$ cat src/rtl/dac_pkg.sv
package dac_pkg;

  typedef enum logic [2:0] {
    ST_IDLE,
    ST_TERM,
    ST_LAUNCH,
    ST_WAIT,
    ST_EMIT,
    ST_FIN
  } conv_state_t;

  localparam logic [7:0] NUL_CHAR  = 8'h00;
  localparam logic [7:0] ZERO_CHAR = 8'h30;
  localparam int unsigned RADIX    = 10;

endpackage

$ cat src/rtl/div10_seq.sv
// Restoring radix-2 divider by ten: one quotient bit per cycle.
module div10_seq #(
  parameter int unsigned VAL_W = 32
) (
  input  logic             clk,
  input  logic             rst_n,
  input  logic             go_i,
  input  logic [VAL_W-1:0] dvd_i,
  output logic [VAL_W-1:0] quo_o,
  output logic [3:0]       rem_o,
  output logic             valid_o
);
  import dac_pkg::*;

  localparam int unsigned CNT_W = $clog2(VAL_W + 1);

  logic [VAL_W-1:0] work_q, work_d;
  logic [3:0]       rem_q, rem_d;
  logic [CNT_W-1:0] cnt_q, cnt_d;
  logic             run_q, run_d;
  logic             fin_q, fin_d;

  logic [4:0] trial;
  logic [4:0] trial_sub;
  logic       fits;

  always_comb begin
    trial     = {rem_q, work_q[VAL_W-1]};
    fits      = (trial >= 5'(RADIX));
    trial_sub = fits ? (trial - 5'(RADIX)) : trial;
  end

  always_comb begin
    work_d = work_q;
    rem_d  = rem_q;
    cnt_d  = cnt_q;
    run_d  = run_q;
    fin_d  = 1'b0;
    if (go_i) begin
      work_d = dvd_i;
      rem_d  = 4'd0;
      cnt_d  = CNT_W'(VAL_W);
      run_d  = 1'b1;
    end else if (run_q) begin
      work_d = {work_q[VAL_W-2:0], fits};
      rem_d  = trial_sub[3:0];
      cnt_d  = cnt_q - CNT_W'(1);
      if (cnt_q == CNT_W'(1)) begin
        run_d = 1'b0;
        fin_d = 1'b1;
      end
    end
  end

  always_ff @(posedge clk or negedge rst_n) begin
    if (!rst_n) begin
      work_q <= '0;
      rem_q  <= '0;
      cnt_q  <= '0;
      run_q  <= 1'b0;
      fin_q  <= 1'b0;
    end else begin
      work_q <= work_d;
      rem_q  <= rem_d;
      cnt_q  <= cnt_d;
      run_q  <= run_d;
      fin_q  <= fin_d;
    end
  end

  assign quo_o   = work_q;
  assign rem_o   = rem_q;
  assign valid_o = fin_q;

endmodule

$ cat src/rtl/digit_to_ascii.sv
// Maps a decimal digit onto its character code.
module digit_to_ascii (
  input  logic [3:0] digit_i,
  output logic [7:0] char_o
);
  import dac_pkg::*;

  assign char_o = ZERO_CHAR | {4'b0000, digit_i};

endmodule

$ cat src/rtl/conv_ctrl.sv
// Sequencer: terminator, divide loop, backward address walk.
module conv_ctrl #(
  parameter int unsigned VAL_W      = 32,
  parameter int unsigned MAX_DIGITS = 10,
  parameter int unsigned ADDR_W     = $clog2(MAX_DIGITS + 1)
) (
  input  logic              clk,
  input  logic              rst_n,
  input  logic              start_i,
  input  logic [VAL_W-1:0]  value_i,
  output logic              div_go_o,
  output logic [VAL_W-1:0]  div_dvd_o,
  input  logic              div_valid_i,
  input  logic [VAL_W-1:0]  div_quo_i,
  output logic              wr_en_o,
  output logic              wr_digit_o,
  output logic [ADDR_W-1:0] wr_addr_o,
  output logic              done_o,
  output logic [ADDR_W-1:0] first_addr_o,
  output logic [ADDR_W-1:0] ndigits_o
);
  import dac_pkg::*;

  localparam logic [ADDR_W-1:0] END_ADDR = ADDR_W'(MAX_DIGITS);

  conv_state_t       state_q, state_d;
  logic [VAL_W-1:0]  val_q, val_d;
  logic [ADDR_W-1:0] ptr_q, ptr_d;
  logic [ADDR_W-1:0] cnt_q, cnt_d;
  logic              val_en;

  always_comb begin
    state_d = state_q;
    ptr_d   = ptr_q;
    cnt_d   = cnt_q;
    val_d   = val_q;
    val_en  = 1'b0;
    unique case (state_q)
      ST_IDLE: begin
        if (start_i) begin
          state_d = ST_TERM;
          val_d   = value_i;
          val_en  = 1'b1;
          ptr_d   = END_ADDR;
          cnt_d   = '0;
        end
      end
      ST_TERM:   state_d = ST_LAUNCH;
      ST_LAUNCH: state_d = ST_WAIT;
      ST_WAIT: begin
        if (div_valid_i) state_d = ST_EMIT;
      end
      ST_EMIT: begin
        ptr_d  = ptr_q - ADDR_W'(1);
        cnt_d  = cnt_q + ADDR_W'(1);
        val_d  = div_quo_i;
        val_en = 1'b1;
        state_d = (div_quo_i == '0) ? ST_FIN : ST_LAUNCH;
      end
      ST_FIN:  state_d = ST_IDLE;
      default: state_d = ST_IDLE;
    endcase
  end

  always_ff @(posedge clk or negedge rst_n) begin
    if (!rst_n) begin
      state_q <= ST_IDLE;
      ptr_q   <= END_ADDR;
      cnt_q   <= '0;
    end else begin
      state_q <= state_d;
      ptr_q   <= ptr_d;
      cnt_q   <= cnt_d;
    end
  end

  always_ff @(posedge clk or negedge rst_n) begin
    if (!rst_n) begin
      val_q <= '0;
    end else if (val_en) begin
      val_q <= val_d;
    end
  end

  always_comb begin
    div_go_o   = (state_q == ST_LAUNCH);
    div_dvd_o  = val_q;
    wr_en_o    = (state_q == ST_TERM) || (state_q == ST_EMIT);
    wr_digit_o = (state_q == ST_EMIT);
    wr_addr_o  = (state_q == ST_EMIT) ? (ptr_q - ADDR_W'(1)) : END_ADDR;
    done_o     = (state_q == ST_FIN);
  end

  assign first_addr_o = ptr_q;
  assign ndigits_o    = cnt_q;

endmodule

$ cat src/rtl/dec_ascii_conv.sv
module dec_ascii_conv #(
  parameter int unsigned VAL_W      = 32,
  parameter int unsigned MAX_DIGITS = 10,
  parameter int unsigned ADDR_W     = 4
) (
  input  logic              clk,
  input  logic              rst_n,
  input  logic              start_i,
  input  logic [VAL_W-1:0]  value_i,
  output logic              wr_en_o,
  output logic [ADDR_W-1:0] wr_addr_o,
  output logic [7:0]        wr_data_o,
  output logic              done_o,
  output logic [ADDR_W-1:0] first_addr_o,
  output logic [ADDR_W-1:0] ndigits_o
);
  import dac_pkg::*;

  logic             div_go;
  logic [VAL_W-1:0] div_dvd;
  logic [VAL_W-1:0] div_quo;
  logic [3:0]       div_rem;
  logic             div_valid;
  logic             wr_digit;
  logic [7:0]       digit_char;

  conv_ctrl #(
    .VAL_W     (VAL_W),
    .MAX_DIGITS(MAX_DIGITS),
    .ADDR_W    (ADDR_W)
  ) u_ctrl (
    .clk         (clk),
    .rst_n       (rst_n),
    .start_i     (start_i),
    .value_i     (value_i),
    .div_go_o    (div_go),
    .div_dvd_o   (div_dvd),
    .div_valid_i (div_valid),
    .div_quo_i   (div_quo),
    .wr_en_o     (wr_en_o),
    .wr_digit_o  (wr_digit),
    .wr_addr_o   (wr_addr_o),
    .done_o      (done_o),
    .first_addr_o(first_addr_o),
    .ndigits_o   (ndigits_o)
  );

  div10_seq #(
    .VAL_W(VAL_W)
  ) u_div (
    .clk    (clk),
    .rst_n  (rst_n),
    .go_i   (div_go),
    .dvd_i  (div_dvd),
    .quo_o  (div_quo),
    .rem_o  (div_rem),
    .valid_o(div_valid)
  );

  digit_to_ascii u_enc (
    .digit_i(div_rem),
    .char_o (digit_char)
  );

  assign wr_data_o = wr_digit ? digit_char : NUL_CHAR;

endmodule

$ cat config.mk
export PLATFORM = sky130hd
export DESIGN_NAME = dec_ascii_conv
export DESIGN_NICKNAME = d
export VERILOG_FILES = /design/src/rtl/dac_pkg.sv /design/src/rtl/div10_seq.sv /design/src/rtl/digit_to_ascii.sv /design/src/rtl/conv_ctrl.sv /design/src/rtl/dec_ascii_conv.sv
export SDC_FILE = /design/constraint.sdc
export NUM_CORES = 1
export LEC_CHECK = 0
export ABC_AREA = 0
export BUFFER_PORTS_ARGS = -buffer_cell sky130_fd_sc_hd__clkbuf_2
export CAP_MARGIN = 20
export CORE_MARGIN = 5
export CORE_UTILIZATION = 55
export CTS_CLUSTER_SIZE = 25
export DETAILED_ROUTE_END_ITERATION = 8
export GPL_ROUTABILITY_DRIVEN = 1
export PLACE_DENSITY = 0.74
export SYNTH_ARGS = -nofsm -noshare
export SYNTH_HDL_FRONTEND = slang
export SYNTH_SLANG_ARGS = --single-unit
$ cat constraint.sdc
create_clock -name clk -period 3.1 [get_ports clk]
set_clock_uncertainty 0.15 [all_clocks]
set_input_delay 0.62 -clock clk [delete_from_list [all_inputs] [get_ports clk]]
set_output_delay 0.62 -clock clk [all_outputs]
set_load 0.01 [all_outputs]
* Yosys cells after proc, flatten, opt, wreduce, memory -nomap -nowiden
Index checks and enable logic that the tools add are counted.
** Storage, ports and cells
- Bits in registers :: 87
- Word-level logic and storage cells :: 57
** Operators by class
- Add/subtract/negate cells :: 4
- Order comparisons :: 1
- Equal/unequal tests :: 8
- Multiplexer cells :: 27
- Reduce and logical (&&, ||, !) cells :: 8
** Operators with widths (count)
- $mux W32 :: 3
- $pmux W32 S2 :: 1
- $logic_not A32 Y1 :: 1
- $mux W4 :: 6
- $mux W6 :: 3
- $pmux W4 S2 :: 2
- $pmux W3 S5 :: 1
- $mux W3 :: 3
- $mux W1 :: 7
- $eq A3 B2 Y1 const B :: 2
- $eq A3 B3 Y1 const B :: 2
- $eq A6 B1 Y1 const B :: 1
- $sub A6 B1 Y6 const B :: 1
- $ge A5 B4 Y1 const B :: 1
- $add A4 B1 Y4 const B :: 1
- $reduce_and A2 Y1 :: 2
- $reduce_bool A2 Y1 :: 2
- $sub A4 B1 Y4 const B :: 1
- $sub A4 B4 Y4 const B :: 1
- $eq A3 B1 Y1 const B :: 1
- $logic_not A3 Y1 :: 1
- $reduce_and A3 Y1 :: 1
- $ne A2 B1 Y1 const B :: 1
- $ne A2 B2 Y1 const B :: 1
- other kinds (2) :: 2

* Longest topological paths before layout
Gate-level depths: netlist of run 1.
- Depth after elaboration :: 4
- Depth in mapped cells :: 7
- Gate-level depth less buffers :: 6

* Cells and area by module
From an unflattened synthesis of run 1, not the netlist that was laid out.
** Unflattened totals
- Cell total of the unflattened synthesis :: 429
- Area, all modules :: 4256.6 µm²
** Modules (own cells, without submodules)
- div10_seq :: instances 1, cells each 200, area an instance 2088.3 µm², sequential area each 1101.1 µm²
- conv_ctrl :: instances 1, cells each 211, area an instance 2050.7 µm², sequential area each 1078.5 µm²
- digit_to_ascii :: instances 1, cells each 10, area an instance 67.6 µm², sequential area each 0.0 µm²
- dec_ascii_conv :: instances 1, cells each 8, area an instance 50.0 µm², sequential area each 0.0 µm²

* Least setup slack after synthesis of run 1
OpenSTA, ideal clock, no wires.
- Kind :: register to output
- Start point :: reg u_ctrl.state_q[0]
- End point :: out wr_data_o[4]
- Data arrival time :: 1.291 ns
- Path slack :: 1.039 ns
- Cell stages (with the launch flop) :: 7
- Cells stage by stage :: dfrtp_1 > buf_2 > or3b_1 > buf_6 > clkinv_4 > buf_6 > buf_4
** Between the ends
- Longest elaborated chain between the ends :: 2
** Ends and longest elaborated chain
- from (decl) :: RTL line conv_ctrl.sv:26 : conv_state_t state_q, state_d;
- from (signal assigned) :: RTL line conv_ctrl.sv:71 : state_q <= state_d;
- $eq A3 B3 Y1 :: RTL line conv_ctrl.sv:89 : wr_digit_o = (state_q == ST_EMIT);
- via u_ctrl.wr_digit_o :: RTL line conv_ctrl.sv:16 : output logic wr_digit_o,
- $mux W6 :: RTL line dec_ascii_conv.sv:65 : assign wr_data_o = wr_digit ? digit_char : NUL_CHAR;
- to (decl) :: RTL line dec_ascii_conv.sv:12 : output logic [7:0] wr_data_o,
The timed path passes the listed nets, and every way through them passes these cells.

* Worst setup path in the final report of run 1
- Start point :: reg u_ctrl.state_q[2]
- End point :: out wr_addr_o[0]
** Between the ends
- Longest elaborated chain between the ends :: 2
** Ends and longest elaborated chain
- $eq A3 B3 Y1 :: RTL line conv_ctrl.sv:90 : wr_addr_o = (state_q == ST_EMIT) ? (ptr_q - ADDR_W'(1)) : END_ADDR;
- $mux W4 :: RTL line conv_ctrl.sv:90
- to (decl) :: RTL line dec_ascii_conv.sv:11 : output logic [ADDR_W-1:0] wr_addr_o,
No other way between the ends.

==> run summary, run 1 <==
In the post-synthesis netlist, the biggest area contributors are sky130_fd_sc_hd__dfrtp_1 (51%), sky130_fd_sc_hd__mux2i_1 (7.8%), sky130_fd_sc_hd__nand2_1 (6.4%). Global routing finished with a remaining overflow of 0. Setup repair after global routing left no endpoint under its margin. The total iterations of the first detailed-routing run came out at 4. The buffer depth of the longest clock path is 2. The number of nets at the end of the flow is ~500. Cells with a size suffix above 1 make up 17.8% of the layout. The synthesized netlist contains 41 unique library cells. The highest clock frequency the design can meet is approximately 370 MHz. Among all stages on the critical path, the largest delay is contributed by sky130_fd_sc_hd__dfrtp_1.

The register bit count reported by yosys is between 80 and 90. The final sum of negative setup slack is 0 ns. The routed length per placed instance is around 16 um. The count of H-tree levels built during CTS is 3. Traced cell by cell, the critical path runs through or3b_1 -> nor2_1 -> clkbuf_2.

The number of buffers inserted during clock tree synthesis is 9. The worst hold path belongs to the class in -> async. The number of buffers inserted by post-CTS setup repair is 0. By count the netlist is led by sky130_fd_sc_hd__dfrtp_1 (85), sky130_fd_sc_hd__nand2_1 (71), sky130_fd_sc_hd__o21ai_0 (38), sky130_fd_sc_hd__o21ai_1 (34), sky130_fd_sc_hd__o22ai_1 (33). The final count of pins violating max slew is 0. The flow ran to the end, and the final reports show no timing, DRC or antenna violations.

The final hold slack is 0.156 ns. The first-pass GRT wire length came out at 15500 um. The power per cell area is 798 nW/um2.

The number of enable-type register cells in the synthesized netlist came out at 0. In this run the register-to-register setup slack is 0.88 ns. At the pin with the least slew margin, the transition time is ~0.85 ns.

The count of buffers from port buffering came out at 54. The portion of the post-synthesis area used by sequential elements came out at a little over half. After clock tree synthesis, the repair step resized 0 gates. After the first detailed-routing iteration, the DRC count stood at 160. The hold violation count in the final report is 0.

Summing all flip-flop and latch instances after layout gives approximately 2200 um2. The number of clock sinks seen by CTS is 87. During I/O placement, the number of pins put on the boundary was between 50 and 60. For this run, design rule violations remaining after detail routing come to 0. Averaged over all synthesized cells, the footprint is 9.77 um2. The filler cells instantiated in the layout total ~660. The largest vdd supply drop came out at around 0.00036 V. The remaining antenna violation count after routing came out at 0. The most common flop cell mapped by yosys is sky130_fd_sc_hd__dfrtp_1.

The cell area after synthesis came out at ~4100 um2. The required time of the critical path came out at 2.33 ns. The synthesized design devotes to its leading area cell type ~50% of total area. Summed over all cells, the static leakage comes to approximately 0.0022 uW. Detailed placement ended at an HPWL of between 5000 and 6000 um.

The synthesized instance count came out at between 400 and 500. The critical path is of the reg -> out type. The total wirelength of the detailed-routed design came out at between 8000 and 9000 um. After detailed routing, the number of vias per cell comes to between 5 and 6. Yosys instantiated no cell more often than sky130_fd_sc_hd__dfrtp_1. The insertion delay to the later sink of the worst-skew pair came out at about 0.35 ns. The arrival time at the worst endpoint came out at approximately 1.9 ns. The die span in x came out at 96.7 um. The die is 96.7 um tall. The number of antenna diodes in the final layout is 0. The final critical-path required period is 2.68 ns. The final clock period utilization by the worst path is between 80% and 90%. The delay contributed by the slowest stage of the critical path is 0.60 ns.

The startpoint kind of the worst setup timing path is a register. The largest area contributor in the netlist is sky130_fd_sc_hd__dfrtp_1. The pin count of the biggest net entering global routing is between 70 and 80.

The share of flip-flops with an asynchronous set or reset came out at 100%. The initial utilization of the core area, before any placement, comes to between 50% and 60%. In this run the tightest slew margin relative to its limit is ~43%. The die footprint is 9350 um2. The number of max-capacitance violations reported came out at 0. TritonCTS built the clock tree.

The total setup violations reported at the end of the flow is 0. The root buffer cell chosen for the clock tree is sky130_fd_sc_hd__clkbuf_8. The clock transition time at the flip-flop clock pins of the worst setup and hold paths is around 0.08 ns. The core region is between 7000 and 8000 um2. The via count of the first global-routing pass came out at 3169. The peak fanout along the critical path is 10.

The total number of vias came out at approximately 3200. The area added between synthesis and finish is 12.6%. STA classifies the critical path endpoint as an output port.

The number of antenna violations at the first check in global routing is 0. The row count is 31. The hold buffer count at cts came out at 0.

The Yosys step of the flow raised 0 warnings. The area of combinational cells with multiple inputs is approximately 1700 um2. The completed layout was analyzed and its total power is between 3000 and 4000 uW. Routability-driven placement finished with a final weighted congestion of approximately 0.74. The overall fraction of global-route tracks in use is 19.8%.
[registers in the layout, summed over array words and instances (netlist names)]
name	cells
u_ctrl.first_addr_o	4
u_div.quo_o	32
u_div.valid_o	1
u_div.rem_o	4
u_ctrl.ndigits_o	4
u_ctrl.state_q	3
u_div.run_q	1
u_div.cnt_q	6
u_ctrl.div_dvd_o	32
[metrics by stage]
step / worst slack (ns) / utilization, % / std cells / instance area [um2]
CTS: 0.409 / 63.8 / 566 / 4650
detailed placement: 0.800 / 60.8 / 550 / 4430
finish: 0.424 / 63.8 / 566 / 4650
global placement: 0.869 / 60.8 / 550 / 4430
global route: 0.321 / 63.8 / 566 / 4650
floorplan: 1.04 / - / 424 / 4140
[report_power, final]
part,switching [uW],leakage [uW],internal [uW],total [uW]
Sequential,402,0.00109,1440,1840
Combinational,497,0.00103,500,997
Clock,398,0.000110,477,875
Total,1300,0.00223,2420,3720
[cells by family (layout without fill, tap and decap cells)]
group                    after synthesis  in the layout  synth area share (%)
buffers and inverters                 43             86                  5.75
AND/OR/NAND/NOR                      121            121                  13.0
AO/OA/AOI/OAI                        125            125                  17.2
flip-flops                            87             87                  52.7
XOR/XNOR                               9              9                  1.91
adder cells (fa/ha/maj)                5              5                  1.51
other                                  1              2                0.0907
multiplexers                          32             32                  7.75
[layout make-up]
cell class                 count  area share [%]
sequential                    87            46.9
clock inverter                 5            1.75
clock buffer                  11            3.04
inverter                       9           0.834
tap                           99            2.66
timing repair buffer          61            7.53
multi-input combinational    294            37.3
[layer usage]
| metal | vias up | track usage (%) | part of all wire, % |
|---|---|---|---|
| met5 | - | 0 | 0 |
| li1 | 1566 | - | - |
| met2 | 78 | 30.8 | 49 |
| met1 | 1562 | 28.0 | 45 |
| met3 | 13 | 3.53 | 4.5 |
| met4 | 0 | 6.59 | 1.3 |
[worst paths after layout]
kind	start	endpoint	depth (start not counted)
max	u_ctrl.state_q[2]	wr_addr_o[0]	3
min	rst_n	u_div.quo_o[4]	1
max reg2reg	u_ctrl.state_q[2]	u_ctrl.div_dvd_o[27]	5
min reg2reg	u_ctrl.div_dvd_o[17]	u_div.quo_o[17]	2
max in group asynchronous	rst_n	u_ctrl.div_dvd_o[14]	2
min in group clk	u_ctrl.div_dvd_o[17]	u_div.quo_o[17]	2
[critical path: cells and delay by family (launching register included)]
kind | cells | cell delay [ns]
buffers and inverters | 1 | 0.17
DFF | 1 | 0.60
and+or+nand+nor | 2 | 0.80
[cell usage in the layout (no fill, tap or decap), types with 3 or more instances in the layout]
| cell | instances |
|---|---|
| sky130_fd_sc_hd__ha_1 | 5 |
| sky130_fd_sc_hd__clkbuf_2 | 53 |
| sky130_fd_sc_hd__inv_1 | 7 |
| sky130_fd_sc_hd__dfrtp_1 | 84 |
| sky130_fd_sc_hd__o22ai_1 | 33 |
| sky130_fd_sc_hd__xor2_1 | 3 |
| sky130_fd_sc_hd__buf_4 | 6 |
| sky130_fd_sc_hd__nand4_1 | 3 |
| sky130_fd_sc_hd__a21oi_1 | 6 |
| sky130_fd_sc_hd__nand2_1 | 71 |
| sky130_fd_sc_hd__clkbuf_8 | 10 |
| sky130_fd_sc_hd__mux2i_1 | 32 |
| sky130_fd_sc_hd__nand2b_1 | 3 |
| sky130_fd_sc_hd__nor4_1 | 8 |
| sky130_fd_sc_hd__o21ai_1 | 33 |
| sky130_fd_sc_hd__and3_1 | 4 |
| sky130_fd_sc_hd__xnor2_1 | 6 |
| sky130_fd_sc_hd__a21o_1 | 4 |
| sky130_fd_sc_hd__nor2_1 | 18 |
| sky130_fd_sc_hd__o21ai_0 | 38 |
| sky130_fd_sc_hd__nor3_1 | 5 |
Note: power is estimated with default switching activity, not from simulation.
==> inputs of run 2 (changes only) <==
--- a/config.mk
+++ b/config.mk
@@ -9,11 +9,12 @@
 export BUFFER_PORTS_ARGS = -buffer_cell sky130_fd_sc_hd__clkbuf_2
 export CAP_MARGIN = 20
 export CORE_MARGIN = 5
-export CORE_UTILIZATION = 55
+export CORE_UTILIZATION = 45
 export CTS_CLUSTER_SIZE = 25
 export DETAILED_ROUTE_END_ITERATION = 8
 export GPL_ROUTABILITY_DRIVEN = 1
-export PLACE_DENSITY = 0.74
+export PLACE_DENSITY = 0.62
+export SLEW_MARGIN = 20
 export SYNTH_ARGS = -nofsm -noshare
 export SYNTH_HDL_FRONTEND = slang
 export SYNTH_SLANG_ARGS = --single-unit
==> run summary, run 2 (synthesis results as in run 1) <==
The number of placed instances, taps included, is 565. The design area is 4680 um2. The number of nets at the end of the flow is 505. Summed over all layers, the routed wires come to between 8000 and 9000 um. The required time of the critical path is between 2 and 2.5 ns. The number of max-capacitance violations reported came out at 0.

The die is approximately 110 um tall. The routed length per placed instance came out at 15.5 um. The total setup violations reported at the end of the flow came out at 0. IR analysis of the VDD net gives a maximum drop of between 0.0003 and 0.0004 V.

Relative to the synthesized area, the layout overhead comes to 13.3%. In the layout the commonest cells are sky130_fd_sc_hd__dfrtp_1 (84), sky130_fd_sc_hd__nand2_1 (71), sky130_fd_sc_hd__clkbuf_2 (53). The insertion delay to the later sink of the worst-skew pair is approximately 0.36 ns. The die is roughly 110 um wide. In the post-route analysis, the smallest setup slack over all paths is approximately 0.42 ns. The number of diodes added for antenna fixing is 0. The vias per cell came out at between 5 and 6.

In the routed design, unresolved DRC markers number 0. The floorplan step defined a core boundary enclosing approximately 9000 um2. The total of cells resized after clock tree synthesis is 0. The power per cell area came out at 809 nW/um2.

The row count came out at 35. The effective utilization at floorplan is ~45%. The standby leakage power is ~0.0023 uW.

The final RePlAce weighted congestion came out at 0.773. The classification of the worst setup path is reg -> out. The fraction of layout cells with a size suffix above 1 is a little under a fifth. The largest individual stage delay along the critical path comes from the cell sky130_fd_sc_hd__dfrtp_1. The final critical-path required period is roughly 2.7 ns. The peak fanout along the critical path came out at 10. The total number of vias came out at about 3200. 57 I/O pins were placed. The delay contributed by the slowest stage of the critical path is 0.60 ns.

Walking the worst path, the cells encountered are or3b_1 -> nor2_1 -> clkbuf_2. After layout, the worst path uses about 86% of the clock period. The via count of the first global-routing pass came out at approximately 3200. The hold violation count in the final report came out at 0.

The arrival time at the worst endpoint is roughly 1.9 ns. The final sum of negative setup slack came out at 0 ns. The critical path endpoint category is an output port. The number of buffers inserted by post-CTS setup repair came out at 0. The run finished with clean final reports.

The number of clock sinks seen by CTS is slightly below 90. Setup repair after global routing left no endpoint under its margin. The hold buffer count at cts came out at 0. The count of buffers from port buffering came out at 54. Clock tree synthesis inserted a total of 9 buffers. The min-delay analysis places its worst path in the category in -> async. The overall fraction of global-route tracks in use came out at between 15 and 20%. The number of design-rule violations left by the first detailed-router iteration is 122. The sum of net half-perimeters after detailed placement is approximately 5800 um.

The buffer depth of the longest clock path came out at 2. Headroom to the max-slew limit came out at 46.8%. At the pin with the least slew margin, the transition time is approximately 0.80 ns. The pin count of the biggest net entering global routing came out at just over 70.

Leaving out fill and tap cells, the most frequent cell in the layout is sky130_fd_sc_hd__dfrtp_1. The first-pass GRT wire length came out at around 16000 um. TritonCTS built the clock tree. The worst-case setup slack after placement is between 0.8 and 0.9 ns.

The number of antenna violations at the first check in global routing came to 0. The clock transition time at the flip-flop clock pins of the worst setup and hold paths came out at about 0.090 ns. The total congestion overflow after global routing came out at 0. The first detailed-routing pass ran for 4 iterations.

The placement-stage cell area is ~4400 um2. The die footprint is approximately 11000 um2. The remaining antenna violation count after routing came out at 0.

Clock tree synthesis selected as its root buffer the cell sky130_fd_sc_hd__clkbuf_8. In this run the number of H-tree levels came out at 3. The final count of pins violating max slew came out at 0.

The startpoint kind of the worst setup timing path is a register. Based on the critical path, the design can be clocked at up to roughly 370 MHz. The number of non-filler instances in the completed layout is between 500 and 600.
[run 2: cell types whose count changed in the layout (fill, tap and decap cells not counted), sizes merged]
cell / change
clkinvlp: -1
buf: +3
clkinv: -1
bufinv: +1
clkbuf: +1
[run 2: routing by layer]
layer | track usage [%] | share of wire [%]
met1 | 24.5 | 49
met2 | 27.7 | 46
met3 | 3.55 | 3.2
met4 | 6.01 | 1.3
met5 | 0 | 0
[run 2: cell type report]
cell class                 instances  area (um2)
clock buffer                      12         145
clock inverter                     4        95.1
fill                             862        4430
inverter                           9        38.8
multi-input combinational        294        1740
sequential                        87        2180
tap                              111         139
timing repair buffer              64         348
[run 2: metrics by stage]
step / util (%) / power [uW] / hold slack [ns]
final: 51.4 / 3790 / 0.0584
after floorplan: - / 2550 / 0.174
after global placement: 48.8 / 2820 / 0.307
after detailed placement: 48.8 / 2860 / 0.317
after CTS: 51.4 / 3830 / 0.0631
after global routing: 51.4 / 4080 / 0.0821
[run 2: report_power, final]
group | internal (uW) | switching, uW
Sequential | 1440 | 385
Combinational | 499 | 504
Clock | 557 | 400
[run 2: critical path, delay by kind of cell (launching register included)]
kind / cells / cell delay (ns)
buffers and inverters: 1 / 0.16
DFF: 1 / 0.60
and+or+nand+nor: 2 / 0.78
[run 2: final timing paths]
path / cells after the start / to / slack, ns / start
worst max register to register: 5 / u_ctrl.div_dvd_o[29] / 0.84 / u_ctrl.state_q[2]
worst min-delay path: 1 / u_ctrl.div_dvd_o[1] / 0.06 / rst_n
worst max-delay path: 3 / wr_addr_o[0] / 0.42 / u_ctrl.state_q[2]
worst min register to register: 2 / u_div.quo_o[27] / 0.32 / u_ctrl.div_dvd_o[27]
min in group clk: 2 / u_div.quo_o[27] / 0.32 / u_ctrl.div_dvd_o[27]
max in group asynchronous: 2 / u_ctrl.div_dvd_o[17] / 2.03 / rst_n
